$ cat config.mk
export PLATFORM = sky130hd
export DESIGN_NAME = ccm_engine
export DESIGN_NICKNAME = d
export VERILOG_FILES = /design/src/rtl/ccm_pkg.sv /design/src/rtl/ccm_regs.sv /design/src/rtl/ccm_mac.sv /design/src/rtl/ccm_engine.sv
export SDC_FILE = /design/constraint.sdc
export NUM_CORES = 2
export LEC_CHECK = 0
export ABC_AREA = 1
export BUFFER_PORTS_ARGS = -buffer_cell sky130_fd_sc_hd__buf_2
export CAP_MARGIN = 20
export CORE_MARGIN = 3
export CORE_UTILIZATION = 55
export DETAILED_ROUTE_END_ITERATION = 10
export GPL_TIMING_DRIVEN = 1
export PLACE_DENSITY_LB_ADDON = 0.05
export RECOVER_POWER = 100
export SLEW_MARGIN = 5
export SYNTH_ARGS = -nofsm -noshare
export SYNTH_HDL_FRONTEND = slang
export SYNTH_SLANG_ARGS = --single-unit
$ cat constraint.sdc
create_clock -name clk_i -period 8.3 [get_ports clk_i]
set_clock_uncertainty 0.1 [all_clocks]
set_input_delay 0.415 -clock clk_i [delete_from_list [all_inputs] [get_ports clk_i]]
set_output_delay 0.415 -clock clk_i [all_outputs]
set_load 0.005 [all_outputs]
$ cat src/rtl/ccm_pkg.sv
`timescale 1ns/1ps
package ccm_pkg;
  localparam int REG_AW       = 8;
  localparam int BUS_W        = 32;
  localparam int HALF_W       = 16;
  localparam int CFG_W        = 4;
  localparam int NUM_COEF     = 9;
  localparam int NUM_COEF_REG = (NUM_COEF + 1) / 2;
  localparam int CFG_RELAY    = 0;
  localparam int CFG_ENGINE   = 1;

  typedef logic [REG_AW-1:0] reg_addr_t;
  typedef logic [BUS_W-1:0]  reg_word_t;

  localparam reg_addr_t ADR_RUN   = 8'h00;
  localparam reg_addr_t ADR_CFG   = 8'h20;
  localparam reg_addr_t ADR_SIZE  = 8'h30;
  localparam reg_addr_t ADR_COEF0 = 8'h80;
endpackage

$ cat src/rtl/ccm_regs.sv
`timescale 1ns/1ps
module ccm_regs
  import ccm_pkg::*;
#(
  parameter int CW = 12
) (
  input  logic                         clk_i,
  input  logic                         rst_ni,
  input  logic                         we_i,
  input  reg_addr_t                    addr_i,
  input  reg_word_t                    wdata_i,
  output reg_word_t                    rdata_o,
  output logic                         run_o,
  output logic                         bypass_o,
  output logic [NUM_COEF-1:0][CW-1:0]  coef_o
);
  logic                            run_q;
  logic [CFG_W-1:0]                cfg_q;
  reg_word_t                       size_q;
  logic [NUM_COEF-1:0][HALF_W-1:0] field_q;
  reg_word_t                       word_rd [NUM_COEF_REG];

  always_ff @(posedge clk_i or negedge rst_ni) begin
    if (!rst_ni) begin
      run_q  <= 1'b0;
      cfg_q  <= '0;
      size_q <= '0;
    end else if (we_i) begin
      if (addr_i == ADR_RUN)  run_q  <= wdata_i[0];
      if (addr_i == ADR_CFG)  cfg_q  <= wdata_i[CFG_W-1:0];
      if (addr_i == ADR_SIZE) size_q <= wdata_i;
    end
  end

  for (genvar j = 0; j < NUM_COEF; j++) begin : g_field
    localparam reg_addr_t FADR = ADR_COEF0 + REG_AW'(4 * (j / 2));
    always_ff @(posedge clk_i or negedge rst_ni) begin
      if (!rst_ni) field_q[j] <= '0;
      else if (we_i && addr_i == FADR)
        field_q[j] <= (j % 2 == 0) ? wdata_i[BUS_W-1:HALF_W] : wdata_i[HALF_W-1:0];
    end
    assign coef_o[j] = field_q[j][CW-1:0];
  end

  for (genvar k = 0; k < NUM_COEF_REG; k++) begin : g_word
    if (2 * k + 1 < NUM_COEF) begin : g_pair
      assign word_rd[k] = {field_q[2*k], field_q[2*k+1]};
    end else begin : g_single
      assign word_rd[k] = {field_q[2*k], {HALF_W{1'b0}}};
    end
  end

  always_comb begin
    rdata_o = '0;
    if (addr_i == ADR_RUN)  rdata_o = {{(BUS_W-1){1'b0}}, run_q};
    if (addr_i == ADR_CFG)  rdata_o = {{(BUS_W-CFG_W){1'b0}}, cfg_q};
    if (addr_i == ADR_SIZE) rdata_o = size_q;
    for (int k = 0; k < NUM_COEF_REG; k++)
      if (addr_i == ADR_COEF0 + REG_AW'(4 * k)) rdata_o = word_rd[k];
  end

  assign run_o    = run_q;
  assign bypass_o = cfg_q[CFG_RELAY] | ~cfg_q[CFG_ENGINE];
endmodule

$ cat src/rtl/ccm_mac.sv
`timescale 1ns/1ps
module ccm_mac #(
  parameter int DATA_W = 8,
  parameter int FRAC_N = 10
) (
  input  logic                          clk_i,
  input  logic                          rst_ni,
  input  logic                          adv_i,
  input  logic                          bypass_i,
  input  logic [2:0][DATA_W-1:0]        pix_i,
  input  logic [2:0][FRAC_N+1:0]        coef_i,
  input  logic [DATA_W-1:0]             byp_pix_i,
  output logic [DATA_W-1:0]             res_o
);
  localparam int CW   = FRAC_N + 2;
  localparam int PW   = DATA_W + 1 + CW;
  localparam int SW   = PW + 2;
  localparam int MAXV = (1 << DATA_W) - 1;
  localparam logic signed [SW-1:0] HALF = SW'(1 << (FRAC_N - 1));

  logic signed [PW-1:0] prod_d [3];
  logic signed [PW-1:0] prod_q [3];
  logic [DATA_W-1:0]    byp_q, res_q, clip;
  logic                 bsel_q;
  logic signed [SW-1:0] sum, shr;

  for (genvar t = 0; t < 3; t++) begin : g_term
    logic [FRAC_N:0]        mag;
    logic signed [CW-1:0]   cval;
    logic signed [DATA_W:0] pval;
    assign mag  = coef_i[t][FRAC_N:0];
    assign cval = coef_i[t][CW-1] ? -signed'({1'b0, mag}) : signed'({1'b0, mag});
    assign pval = signed'({1'b0, pix_i[t]});
    assign prod_d[t] = PW'(pval) * PW'(cval);
  end

  always_ff @(posedge clk_i or negedge rst_ni) begin
    if (!rst_ni) begin
      prod_q <= '{default: '0};
      byp_q  <= '0;
      bsel_q <= 1'b0;
      res_q  <= '0;
    end else if (adv_i) begin
      prod_q <= prod_d;
      byp_q  <= byp_pix_i;
      bsel_q <= bypass_i;
      res_q  <= bsel_q ? byp_q : clip;
    end
  end

  always_comb begin
    sum = SW'(prod_q[0]) + SW'(prod_q[1]) + SW'(prod_q[2]) + HALF;
    shr = sum >>> FRAC_N;
    if (shr < 0)                   clip = '0;
    else if (shr > SW'(MAXV))      clip = DATA_W'(MAXV);
    else                           clip = shr[DATA_W-1:0];
  end

  assign res_o = res_q;
endmodule

$ cat src/rtl/ccm_engine.sv
`timescale 1ns/1ps
module ccm_engine
  import ccm_pkg::*;
#(
  parameter int DATA_W = 8,
  parameter int FRAC_N = 10
) (
  input  logic              clk_i,
  input  logic              rst_ni,
  input  logic              reg_we_i,
  input  logic [7:0]        reg_addr_i,
  input  logic [31:0]       reg_wdata_i,
  output logic [31:0]       reg_rdata_o,
  input  logic              in_valid_i,
  output logic              in_ready_o,
  input  logic              in_sof_i,
  input  logic              in_eol_i,
  input  logic [DATA_W-1:0] in_r_i,
  input  logic [DATA_W-1:0] in_g_i,
  input  logic [DATA_W-1:0] in_b_i,
  output logic              out_valid_o,
  input  logic              out_ready_i,
  output logic              out_sof_o,
  output logic              out_eol_o,
  output logic [DATA_W-1:0] out_r_o,
  output logic [DATA_W-1:0] out_g_o,
  output logic [DATA_W-1:0] out_b_o
);
  localparam int CW = FRAC_N + 2;

  logic                        run_w, bypass_w, adv, in_fire, sof_take;
  logic [NUM_COEF-1:0][CW-1:0] prog_coef, act_q, cur_coef;
  logic                        v1_q, v2_q, sof1_q, eol1_q, sof2_q, eol2_q;
  logic [2:0][DATA_W-1:0]      pix_in, pix_out;

  ccm_regs #(.CW(CW)) u_regs (
    .clk_i    (clk_i),
    .rst_ni   (rst_ni),
    .we_i     (reg_we_i),
    .addr_i   (reg_addr_i),
    .wdata_i  (reg_wdata_i),
    .rdata_o  (reg_rdata_o),
    .run_o    (run_w),
    .bypass_o (bypass_w),
    .coef_o   (prog_coef)
  );

  assign adv        = ~v2_q | out_ready_i;
  assign in_ready_o = run_w & adv;
  assign in_fire    = in_valid_i & in_ready_o;
  assign sof_take   = in_fire & in_sof_i;
  // start-of-frame pixel already sees the freshly adopted matrix
  assign cur_coef   = sof_take ? prog_coef : act_q;

  always_ff @(posedge clk_i or negedge rst_ni) begin
    if (!rst_ni) act_q <= '0;
    else if (sof_take) act_q <= prog_coef;
  end

  always_ff @(posedge clk_i or negedge rst_ni) begin
    if (!rst_ni) begin
      {v1_q, v2_q, sof1_q, eol1_q, sof2_q, eol2_q} <= '0;
    end else if (adv) begin
      v1_q   <= in_fire;
      sof1_q <= in_sof_i;
      eol1_q <= in_eol_i;
      v2_q   <= v1_q;
      sof2_q <= sof1_q;
      eol2_q <= eol1_q;
    end
  end

  assign pix_in = {in_b_i, in_g_i, in_r_i};

  for (genvar i = 0; i < 3; i++) begin : g_row
    ccm_mac #(.DATA_W(DATA_W), .FRAC_N(FRAC_N)) u_mac (
      .clk_i     (clk_i),
      .rst_ni    (rst_ni),
      .adv_i     (adv),
      .bypass_i  (bypass_w),
      .pix_i     (pix_in),
      .coef_i    (cur_coef[3*i+2 : 3*i]),
      .byp_pix_i (pix_in[i]),
      .res_o     (pix_out[i])
    );
  end

  assign out_valid_o = v2_q;
  assign out_sof_o   = sof2_q;
  assign out_eol_o   = eol2_q;
  assign out_r_o     = pix_out[0];
  assign out_g_o     = pix_out[1];
  assign out_b_o     = pix_out[2];
endmodule

Word level (Yosys, flattened, before mapping)
Index checks and enable logic that the tools add are counted.
{ "classes": {"reduce_logical": 9, "eq_ne": 7, "n_mux": 27, "bitwise_logic": 7, "n_mul": 9, "n_addsub": 18, "order_cmp": 6} }
{ "ops": {"columns": ["cell", "n"], "rows": [
  ["$mux W32", 6],
  ["$mul A9 B12 Y21", 9],
  ["$mux W108", 1],
  ["$mux W12", 9],
  ["$neg A11 Y12", 9],
  ["$mux W8", 9],
  ["$add A22 B21 Y23", 3],
  ["$add A23 B11 Y23 const B", 3],
  ["$add A21 B21 Y22", 3],
  ["$eq A8 B8 Y1 const B", 5],
  ["$gt A13 B9 Y1 const B", 3],
  ["$lt A13 B1 Y1 const B", 3],
  ["$eq A8 B6 Y1 const B", 2],
  ["$logic_not A8 Y1", 1],
  ["$reduce_and A2 Y1", 3],
  ["$logic_and A1 B1 Y1", 5],
  ["$mux W4", 1],
  ["$and A1 B1 Y1", 3],
  ["$not A1 Y1", 2],
  ["$or A1 B1 Y1", 2],
  ["$mux W1", 1]
]} }
{ "totals": {"out_inout_bits": 60, "inputBits": 71, "elab_cells": 126, "ff_bits": 533} }

Logic depth before layout (Yosys ltp)
{ "depth": {"depth_word": 9, "ltp_mapped": 36, "depth_no_buf": 35} }

Modules after synthesis
Synthesis repeated with hierarchy kept, for this count alone.
{ "unflattened": {"hier_cells": 8149, "area_unflattened_um2": 63060.5} }
{ "modules_own_cells": {"columns": ["module", "instances", "seq_area_each_um2", "area_each_um2", "cells_per_inst"], "rows": [
  ["ccm_mac at g_row[0].u_mac", 1, 2001.9, 16553.4, 2230],
  ["ccm_mac at g_row[1].u_mac", 1, 2001.9, 16544.6, 2188],
  ["ccm_mac at g_row[2].u_mac", 1, 2001.9, 16463.3, 2183],
  ["ccm_regs", 1, 4529.3, 8817.2, 1042],
  ["ccm_engine", 1, 2852.7, 4682.0, 506]
]} }

Least setup slack after synthesis
Ideal clock, no wire load.
{ "synth_timing": {"path_kind": "register to register", "from": "register v2_q (netlist: out_valid_o)", "to": "register g_row[2].u_mac.prod_q[61] in the netlist's numbering", "arrival_time_ns": 5.879, "path_buffers": 3, "setup_slack_ns": 2.203, "path_stages_with_launch": 35, "period_less_slack_ns": 6.097, "t_required_ns": 8.082, "setup_ns": 0.118, "cell_sequence": "dfrtp_1 inv_1 nor2_4 nor2_4 nand3_4 buf_6 buf_6 buf_6 o21ai_4 ha_1 inv_1 nor2_2 nand2_1 nor2_1 nand2_1 nand2_2 xor2_4 nand2_1 fa_1 inv_1 fa_1 fa_1 inv_1 fa_1 inv_1 ha_1 a21oi_1 o21ai_0 a21oi_1 o21ai_0 a21oi_1 o21bai_1 or2_2 nand3_1 nand2_1"} }
{ "synth_between": {"elab_chain_len": 9} }
{ "synth_lines": {"columns": ["element", "line", "source"], "rows": [
  ["from (decl)", "ccm_engine.sv:33", "logic v1_q, v2_q, sof1_q, eol1_q, sof2_q, eol2_q;"],
  ["from (signal assigned)", "ccm_engine.sv:67", "v2_q <= v1_q;"],
  ["$not A1 Y1 (*)", "ccm_engine.sv:48", "assign adv = ~v2_q | out_ready_i;"],
  ["$or A1 B1 Y1 (*)", "ccm_engine.sv:48", null],
  ["$and A1 B1 Y1 (*)", "ccm_engine.sv:49", "assign in_ready_o = run_w & adv;"],
  ["named net in_ready_o", "ccm_engine.sv:15", "output logic in_ready_o,"],
  ["$and A1 B1 Y1 (*)", "ccm_engine.sv:50", "assign in_fire = in_valid_i & in_ready_o;"],
  ["$and A1 B1 Y1 (*)", "ccm_engine.sv:51", "assign sof_take = in_fire & in_sof_i;"],
  ["$mux W108 (*)", null, null],
  ["$neg A11 Y12", "ccm_mac.sv:32", "assign cval = coef_i[t][CW-1] ? -signed'({1'b0, mag}) : signed'({1'b0, mag});"],
  ["$mux W12 (*)", "ccm_mac.sv:32", null],
  ["$mul A9 B12 Y21 (*)", "ccm_mac.sv:34", "assign prod_d[t] = PW'(pval) * PW'(cval);"],
  ["to (signal assigned)", "ccm_mac.sv:44", "prod_q <= prod_d;"],
  ["to (decl)", "ccm_mac.sv:22", "logic signed [PW-1:0] prod_q [3];"]
]} }
The timed path passes the listed nets; every way through them passes the cells marked *.
A chain may end at the register's enable or synchronous reset.

==> metrics.md <==
| Metric | Value |
|---|---|
| Fin worst setup slack | 471.7 ps |
| Hold Crit Start | reg_wdata_i[29] |
| Cts hold-fix bufs | 13 |
| Largest net degree at the start of global routing | 224 |
| Yosys reg bits | 533 |
| Clock Tree Buf Depth | 3 |
| Worst reg2reg startpoint | u_regs.run_o$_DFFE_PN0P_ |
| Slew Limit Headroom | -194.1% |
| Total grt overflow | 0 |
| Fin. max-slew vios | 994 |
| Final hold vios | 0 |
| Syn Inst Count | 7689 |
| Yosys cell types | 58 |
| CTS root buffer | clkbuf_16 |
| Critical Path Source | u_regs.run_o$_DFFE_PN0P_ |
| EDFF count, synth | 0 |
| Vias in the first global route | 49510 |
| Die width | 338.1 µm |
| FF-to-FF End | g_row[2].u_mac.prod_q[61]$_DFFE_PN0N_ |
| Post-route cell area | 64960 µm² |
| Post-DRT Antenna Nets | 0 |
| H-tree depth | 3 |
| Share of layout cells above drive strength 1 | 5.469% |
| Slowest-stage cell, CP | fa_1 |
| Syn Std Cell Area | 60660 µm² |
| Max_cap viols | 15 |
| Number of vias in the routed layout | 49050 |
| Most frequent CP cell | inv_1 |
| Dpl hpwl | 142300 µm |
| Die Height | 338.1 µm |
| Drt total wl | 178200 µm |
| Fin crit share | 94.32% |
| Worst path max stage delay | 650 ps |
| Post-Syn Area per Cell | 7.889 µm² |
| DRC viols | 0 |
| Final setup viols | 0 |
| Startpoint types | register |
| RSZ-0062 raised after global routing | false |
| Worst Path Arrival | 8240 ps |
| Placed cell areas | 62760 µm² |
| Cts bufs inserted | 67 |
| Crit path max fanout | 50 |
| First-pass detailed-route iteration total | 5 |
| # fillers | 10170 |
| Hold WS | 28.95 ps |
| Ys flop type | dfrtp_1 |
| Most frequent cells in the layout | nand2_1, inv_1, fa_1, nor2_1, dfrtp_1 |
| I/O pins | 131 |
| Port bufs | 130 |
| Total negative slack | 0 ps |
| First-pass GRT wire length | 281000 µm |
| Wire per inst | 19.23 µm |
| Hold depth | 3 |
| Worst Setup Path Type | reg2reg |
| Worst-margin pin slew | 4411 ps |
| Synth async-reset ratio | 100.0% |
| CTS tree | built |
| Commonest non-fill, non-tap cell in the layout | nand2_1 |
| Internal reg-to-reg setup slack | 470 ps |
| Worst Hold Class | in2reg |
| Area grow syn2layout | 7.098% |
| Initial antenna violation count | 12 |
| FP Rows | 121 |
| # Post-CTS Setup Buffers | 0 |
| Clk_lat worst skew | 660 ps |
| Cell family with most CP delay | adder cells |
| WP buf/inv | 8 |
| Core ar. | 109200 µm² |
| Worst Path Required | 8710 ps |
| Vias per Instance | 5.291 |
| Die area | 114300 µm² |
| Violated checks | max-capacitance violations, max-slew violations |
| 1st-iter DRT viols | 3421 |
| R2R cell count | 29 |
| Initial Utilization | 55.57% |
| Status | complete, but fails checks |
| Clk slew on worst S/H paths | 60 ps |
| RD Place Congestion | 0.9636 |
| WHS Endpoint | u_regs.field_q[109]$_DFFE_PN0P_ |
| Register area share after synthesis | 21.99% |
| Fmax | 127.7 MHz |
| Worst slack, placed | 807.0 ps |
| Critical path capture point type | register |
| Clock Sinks | 533 |
| Final #Nets | 9080 |
| Min cycle time layout | 7828 ps |
| Net Count, Synth | 9029 |
| Synth warn | 0 |
| Total track usage | 32.19% |
| Post-CTS Resized | 0 |
## worst max-delay path by stage
stage | depth (start not counted) | slack [ps] | end
2_1_floorplan | 34 | 2200 | g_row[2].u_mac.prod_q[61]$_DFFE_PN0N_
3_3_place_gp | 31 | 880 | g_row[1].u_mac.prod_q[57]$_DFFE_PN0N_
3_5_place_dp | 31 | 810 | g_row[1].u_mac.prod_q[57]$_DFFE_PN0N_
4_1_cts | 31 | 790 | g_row[1].u_mac.prod_q[57]$_DFFE_PN0N_
5_1_grt | 30 | 140 | g_row[0].u_mac.prod_q[56]$_DFFE_PN0N_
6_report | 29 | 470 | g_row[2].u_mac.prod_q[61]$_DFFE_PN0N_
## through the flow
stage                     instances  util, %
after floorplan                7689        -
after global placement         9130    57.48
after detailed placement       9131    57.50
after CTS                      9262    59.74
after global routing           9265    59.50
final                          9269    59.51
## flip-flops by register name, indices dropped and copies added, names as in the netlist, 4 cells and up
| signal | cells |
|---|---|
| act_q | 108 |
| g_row.u_mac.byp_q | 24 |
| g_row.u_mac.prod_q | 189 |
| g_row.u_mac.res_o | 24 |
| u_regs.cfg_q | 4 |
| u_regs.coef_o | 108 |
| u_regs.field_q | 36 |
| u_regs.size_q | 32 |
## cells by family after synthesis
logic type,Yosys count,share of synthesized area (%)
AOI/OAI and AO/OA,922,8.620
xor gates and xnor gates,161,2.455
adders and majority gates,1269,35.61
buffers and inverters,1860,11.69
DFF,533,21.99
and+or+nand+nor,2944,19.63
## worst reg2reg max path: cells and delay by family (launching register included)
kind / cells / cell delay (ps)
AO/OA/AOI/OAI: 8 / 2090
adder cells (fa/ha/maj): 5 / 2520
buffers and inverters: 8 / 1360
flip-flops: 1 / 520
AND/OR/NAND/NOR: 8 / 1120
## area by class of cell
class                   instances  area (µm²)  area share, %
inverters                    1639        6153          9.472
flip-flops and latches        533       13340          20.53
multi-input cells            5296       40120          61.77
repair buffers                203        1164          1.791
diodes                          4       10.01        0.01541
well taps                    1476        1847          2.843
clock buffers                  91        1867          2.874
clock inverters                27       457.9         0.7049
## cell usage after synthesis (all sizes together) (12+ instances only)
library cell	instances	area share, %
or2	99	1.0
a221oi	12	0.17
o21ai	510	4.6
a41oi	13	0.20
buf	38	0.42
nand4	36	0.37
nor3	19	0.19
nor2	591	3.7
xor2	86	1.4
nand2	1965	12
a21o	29	0.36
fa	762	25
o21bai	21	0.26
a21oi	279	2.3
a31oi	16	0.19
dfrtp	533	22
ha	507	10
nand3	210	1.8
clkbuf	183	1.1
xnor2	75	1.1
inv	1631	10
## per-layer routing
metal / share of wire (%) / wire [µm] / global-route usage, %
met5: 0.047 / 84 / 0
met4: 4.8 / 8554 / 13.32
met3: 6.9 / 12330 / 5.402
met2: 45 / 80450 / 51.86
met1: 43 / 76820 / 43.39
Power is left out: the tool's default activity adds up to more than one toggle a clock period on the data nets, which glitch-free logic cannot reach.
